File: config.mk
export PLATFORM = sky130hd
export DESIGN_NAME = regloc_scan
export DESIGN_NICKNAME = d
export VERILOG_FILES = /design/src/rtl/regloc_pkg.sv /design/src/rtl/regloc_addr_gen.sv /design/src/rtl/regloc_entry_dec.sv /design/src/rtl/regloc_bar_check.sv /design/src/rtl/regloc_scan.sv
export SDC_FILE = /design/constraint.sdc
export NUM_CORES = 1
export LEC_CHECK = 0
export BUFFER_PORTS_ARGS = -buffer_cell sky130_fd_sc_hd__buf_4
export CAP_MARGIN = 20
export CORE_AREA = 2 2 253 255
export CTS_CLUSTER_DIAMETER = 40
export DETAILED_ROUTE_END_ITERATION = 6
export DIE_AREA = 0 0 255 257
export GPL_ROUTABILITY_DRIVEN = 0
export GPL_TIMING_DRIVEN = 0
export PLACE_DENSITY_LB_ADDON = 0.05
export SLEW_MARGIN = 20
export SYNTH_ARGS = -nofsm -noshare
export SYNTH_HDL_FRONTEND = slang
export SYNTH_SLANG_ARGS = --single-unit
File: constraint.sdc
create_clock -name clk -period 8.1 [get_ports clk]
set_clock_uncertainty 0.2 [all_clocks]
set_input_delay 1.215 -clock clk [delete_from_list [all_inputs] [get_ports clk]]
set_output_delay 1.215 -clock clk [all_outputs]
set_load 0.1 [all_outputs]
File: src/rtl/regloc_pkg.sv
package regloc_pkg;
  localparam int DW          = 32;
  localparam int LEN_W       = 12;
  localparam int ID_W        = 8;
  localparam int BIR_W       = 3;
  localparam int OFF_W       = 64;
  localparam int ENTRY_SHIFT = 3;
  localparam int IDX_W       = LEN_W - ENTRY_SHIFT;
  localparam int HDR1_BYTE   = 4;
  localparam int FIRST_BYTE  = 12;
  localparam logic [ID_W-1:0] MEMDEV_ID = 8'd3;

  typedef enum logic [1:0] {ST_IDLE, ST_HDR, ST_LO, ST_HI} scan_st_t;

  // total structure length in bytes, from header dword 1
  function automatic logic [LEN_W-1:0] struct_len(input logic [DW-1:0] hdr1);
    return hdr1[31:20];
  endfunction

  // whole 8-byte entries after the 12-byte header area
  function automatic logic [IDX_W-1:0] entry_total(input logic [LEN_W-1:0] len);
    logic [LEN_W-1:0] body;
    if (len < LEN_W'(FIRST_BYTE)) return '0;
    body = len - LEN_W'(FIRST_BYTE);
    return body[LEN_W-1:ENTRY_SHIFT];
  endfunction

  function automatic logic [ID_W-1:0] blk_id(input logic [DW-1:0] lo);
    return lo[15:8];
  endfunction

  function automatic logic [BIR_W-1:0] bar_sel(input logic [DW-1:0] lo);
    return lo[BIR_W-1:0];
  endfunction

  function automatic logic [OFF_W-1:0] blk_off(input logic [DW-1:0] lo,
                                               input logic [DW-1:0] hi);
    return {hi, lo[31:16], 16'h0000};
  endfunction
endpackage

File: src/rtl/regloc_addr_gen.sv
module regloc_addr_gen
  import regloc_pkg::*;
#(
  parameter int CFG_AW = 12
) (
  input  scan_st_t          st,
  input  logic [CFG_AW-1:0] base,
  input  logic [IDX_W-1:0]  idx,
  output logic [CFG_AW-1:0] addr
);
  logic [CFG_AW-1:0] entry_base;

  assign entry_base = base + CFG_AW'(FIRST_BYTE) + (CFG_AW'(idx) << ENTRY_SHIFT);

  always_comb begin
    case (st)
      ST_HDR:  addr = base + CFG_AW'(HDR1_BYTE);
      ST_LO:   addr = entry_base;
      ST_HI:   addr = entry_base + CFG_AW'(4);
      default: addr = base;
    endcase
  end
endmodule

File: src/rtl/regloc_entry_dec.sv
module regloc_entry_dec
  import regloc_pkg::*;
(
  input  logic [DW-1:0]    lo,
  input  logic [DW-1:0]    hi,
  output logic [BIR_W-1:0] bar,
  output logic [OFF_W-1:0] off
);
  assign bar = bar_sel(lo);
  assign off = blk_off(lo, hi);
endmodule

File: src/rtl/regloc_bar_check.sv
module regloc_bar_check
  import regloc_pkg::*;
#(
  parameter int BAR_CNT = 1 << BIR_W
) (
  input  logic [BAR_CNT*OFF_W-1:0] bar_len_flat,
  input  logic [BIR_W-1:0]         bar,
  input  logic [OFF_W-1:0]         off,
  output logic                     too_small
);
  logic [OFF_W-1:0] lens [BAR_CNT];

  generate
    for (genvar g = 0; g < BAR_CNT; g++) begin : g_unpack
      assign lens[g] = bar_len_flat[g*OFF_W +: OFF_W];
    end
  endgenerate

  assign too_small = lens[bar] < off;
endmodule

File: src/rtl/regloc_scan.sv
module regloc_scan
  import regloc_pkg::*;
#(
  parameter int CFG_AW = 12
) (
  input  logic                       clk,
  input  logic                       rst_n,
  input  logic                       start,
  input  logic [CFG_AW-1:0]          base_addr,
  output logic                       cfg_rd_req,
  output logic [CFG_AW-1:0]          cfg_rd_addr,
  input  logic                       cfg_rd_ack,
  input  logic [DW-1:0]              cfg_rd_data,
  input  logic [(1<<BIR_W)*OFF_W-1:0] bar_len_flat,
  output logic                       busy,
  output logic                       done,
  output logic                       found,
  output logic [BIR_W-1:0]           bar_idx,
  output logic [OFF_W-1:0]           blk_offset,
  output logic                       range_err
);
  localparam int BAR_CNT = 1 << BIR_W;

  scan_st_t          st;
  logic [CFG_AW-1:0] base_q;
  logic [IDX_W-1:0]  idx, n_ent;
  logic [DW-1:0]     lo_q;

  // named events for the checker
  logic             hdr_accept, lo_accept, hi_accept;
  logic             lo_match, last_entry;
  logic [IDX_W-1:0] hdr_count;
  logic [BIR_W-1:0] dec_bar;
  logic [OFF_W-1:0] dec_off;
  logic             dec_short;

  assign hdr_accept = (st == ST_HDR) && cfg_rd_ack;
  assign lo_accept  = (st == ST_LO)  && cfg_rd_ack;
  assign hi_accept  = (st == ST_HI)  && cfg_rd_ack;
  assign hdr_count  = entry_total(struct_len(cfg_rd_data));
  assign lo_match   = blk_id(cfg_rd_data) == MEMDEV_ID;
  assign last_entry = ({1'b0, idx} + 1'b1) == {1'b0, n_ent};

  assign busy       = st != ST_IDLE;
  assign cfg_rd_req = busy;

  regloc_addr_gen #(.CFG_AW(CFG_AW)) addr_i (
    .st(st), .base(base_q), .idx(idx), .addr(cfg_rd_addr)
  );

  regloc_entry_dec dec_i (
    .lo(lo_q), .hi(cfg_rd_data), .bar(dec_bar), .off(dec_off)
  );

  regloc_bar_check #(.BAR_CNT(BAR_CNT)) chk_len_i (
    .bar_len_flat(bar_len_flat), .bar(dec_bar), .off(dec_off), .too_small(dec_short)
  );

  always_ff @(posedge clk) begin
    if (!rst_n) begin
      st         <= ST_IDLE;
      base_q     <= '0;
      idx        <= '0;
      n_ent      <= '0;
      lo_q       <= '0;
      done       <= 1'b0;
      found      <= 1'b0;
      bar_idx    <= '0;
      blk_offset <= '0;
      range_err  <= 1'b0;
    end else begin
      done <= 1'b0;
      case (st)
        ST_IDLE: if (start) begin
          base_q     <= base_addr;
          found      <= 1'b0;
          range_err  <= 1'b0;
          bar_idx    <= '0;
          blk_offset <= '0;
          st         <= ST_HDR;
        end
        ST_HDR: if (hdr_accept) begin
          n_ent <= hdr_count;
          idx   <= '0;
          if (hdr_count == '0) begin
            done <= 1'b1;
            st   <= ST_IDLE;
          end else begin
            st <= ST_LO;
          end
        end
        ST_LO: if (lo_accept) begin
          lo_q <= cfg_rd_data;
          if (lo_match) begin
            st <= ST_HI;
          end else if (last_entry) begin
            done <= 1'b1;
            st   <= ST_IDLE;
          end else begin
            idx <= idx + 1'b1;
          end
        end
        ST_HI: if (hi_accept) begin
          found      <= 1'b1;
          bar_idx    <= dec_bar;
          blk_offset <= dec_off;
          range_err  <= dec_short;
          done       <= 1'b1;
          st         <= ST_IDLE;
        end
        default: st <= ST_IDLE;
      endcase
    end
  end
endmodule

==> results.cfg <==
[outcome]
status = finished clean

[die]
num_rows = 92
pin_count = 644
core_area_mm2 = 0.0627
initial_utilization_pct = 14.9
die-height_um = 257
die_area_mm2 = 0.0655
die_x_um = 255

[power_and_ir_drop]
swShare_pct = 37.1
p_int_mw = 1.06
p_clk_share_pct = 27.4
power.switching_uw = 625
peakVddDrop_mv = 0.0793
comb_power_share_pct = 40.4
p_leak_nw = 5.98
seqPwrFrac_pct = 32.2
cellPowerDensity_mw_per_mm2 = 117

[synth]
yosysTopAreaCell = mux4_2
ys_ff_latch = 105
synth_flop_cell = dfxtp_1
synth_area_mm2 = 0.00932
synth.avg_cell_area_um2 = 9.53
yosysTopAreaCellShare_pct = 23.2
yosys.cell_types.count = 74
synthArstFlopShare_pct = 0
yosysMostFrequentCell = dfxtp_1
yosysWarnings = 0
synthCells = 978
ys_seq_area_share_pct = 22.6
synth_edf_count = 0
yosys-top-cells-area = mux4_2 23%, dfxtp_1 23%, ha_1 8.9%, mux2_2 5.8%, a22oi_1 4.3%
synthTopCellsByCount = 105 x dfxtp_1, 96 x mux4_2, 94 x nand2_1

[timing]
worst_pin_slew_ns = 1.01
hold_slack_ns = 0.257
rsz0062_at_grt = false
fmax_mhz = 185
finalCritPeriodShare_pct = 66.8
relSlewSlack_pct = 32.8
fin_crit_ns = 5.41
slew_viol_final = 0
finalSetupViolations = 0
finalSetupTns_ns = 0
hold_viol_final = 0

[global_routing]
grt_max_degree = 19
grt_overflow_total = 0
track_usage_pct = 15.9
antenna_found_initial = 2
grt_pass1_wl_mm = 74.4
grt_pass1_vias = 10400

[final_layout]
utilization_pct = 23.0
syn2layout_area_growth_pct = 55.0
fin_nets = 2126
regArea_mm2 = 0.00210
final_area_mm2 = 0.0145
multi_input_area_mm2 = 0.00661
fillers = 6926
drive_gt1_share_pct = 47.2
diodes = 0

[cts]
clkSlewWorstSetupHoldPaths_ns = 0.08
tritoncts = yes
postCtsHoldBufs = 0
ctsResizeCount = 0
cts_buffers = 9
cts_setup_buffers = 0
cts_num_sinks = 105
cts_root_buffer = clkbuf_16
h-tree-depth = 3
cts_buffer_depth = 2
clk_latency_ns = 0.38

[critical_path]
slowest_delay_ns = 0.79
cp_slowest_cell = clkbuf_1
critPathTopFamily = buffers and inverters
required_ns = 8.17
worstSetupEndpointType = flip-flop
critPathBufInv = 3
crit_top_cell = clkbuf_1
crit_path_start_kind = flip-flop
path_max_fanout = 10
ff2ff_setup_slack_ns = 2.69
crit_type = reg -> reg
crit_chain = clkbuf_1, clkbuf_1, clkbuf_1, mux4_2, mux2_2, ha_1, nand2_1, or2_2, nor4_1, and3_1, o31ai_1, a32o_1
cp.arrival_ns = 5.49

[routing]
wl_per_cell_um = 22.4
vias = 9713
routed_wl_mm = 52.6
vias_per_cell = 4.13
postRouteAntennaNets = 0
route.detailed.drc = 0
dr.pass1.iters = 5
drtIter0Drc = 422

[place]
dp_hpwl_mm = 45.2
port_buffers = 495
placed_area_mm2 = 0.0142

[min_path]
hp-class = reg -> reg

[flow_run]
cap_violations = 0
## stage by stage
stage / cells / setup slack, ns / power [mW]
CTS: 2350 / 2.37 / 1.73
global placement: 2334 / 2.49 / 1.25
floorplan: 993 / 2.97 / 0.943
finish: 2350 / 2.69 / 1.68
global route: 2350 / 2.38 / 1.79
detailed placement: 2334 / 2.38 / 1.25
## layer usage
| layer | track usage [%] | share of wire [%] | wire length, um |
|---|---|---|---|
| met4 | 1.85 | 0.56 | 294 |
| met5 | 0 | 0.025 | 13 |
| met2 | 29.4 | 53 | 28100 |
| met1 | 18.2 | 39 | 20600 |
| met3 | 4.83 | 6.7 | 3540 |
## cell type report
cell class                      instances  share of cell area [%]
Multi-Input combinational cell        735                    45.7
Timing Repair Buffer                  495                    25.7
Sequential cell                       105                    14.5
Tap cell                              846                    7.32
Buffer                                 89                    3.00
Inverter                               64                    1.66
Clock buffer                           10                    1.65
Clock inverter                          6                   0.355
## tightest hold or removal path, cell delays in order (launching register included)
cell     delay [ns]
dfxtp_1        0.31
nand2_1        0.05
a21oi_1        0.05
## final timing paths
check,depth (start not counted),start,endpoint
max,12,lo_q[1],range_err
max reg2reg,12,lo_q[1],range_err
min reg2reg,2,base_q[1],base_q[1]
min,2,base_q[1],base_q[1]
## layout by cell type (no fill, tap or decap), drive strengths merged, types with 12 or more instances in the layout
master	instances
a22oi	53
a21oi	70
nor3	14
conb	16
buf	534
mux4	96
clkbuf	60
o21ai	21
ha	66
dfxtp	105
nor2	88
mux2	49
inv	66
xnor2	17
nand2	95
nand3	13
nand4	12
## sequential cells by signal, indices dropped and copies added (netlist names), 2 cells and up
register    flops
blk_offset     48
idx             9
base_q         12
lo_q           19
bar_idx         3
n_ent           9
st              2
## power groups by stage
stage | Clock, mW | Combinational, mW | Sequential [mW]
after floorplan | 0 | 0.378 | 0.565
after global placement | 0 | 0.692 | 0.556
after detailed placement | 0 | 0.694 | 0.556
after CTS | 0.493 | 0.696 | 0.544
after global routing | 0.506 | 0.740 | 0.545
final | 0.461 | 0.680 | 0.543
## kinds of logic (layout without fill, tap and decap cells)
| family | Yosys count | count (layout) | synth area share (%) |
|---|---|---|---|
| AO/OA/AOI/OAI | 206 | 206 | 15.0 |
| flip-flops | 105 | 105 | 22.6 |
| AND/OR/NAND/NOR | 266 | 266 | 13.4 |
| XOR/XNOR | 27 | 27 | 2.62 |
| buffers and inverters | 153 | 664 | 7.22 |
| other | 1 | 16 | 0.0402 |
| multiplexers | 153 | 153 | 30.0 |
| adder cells (fa/ha/maj) | 67 | 67 | 9.07 |
Power figures use the tool's default switching activity.
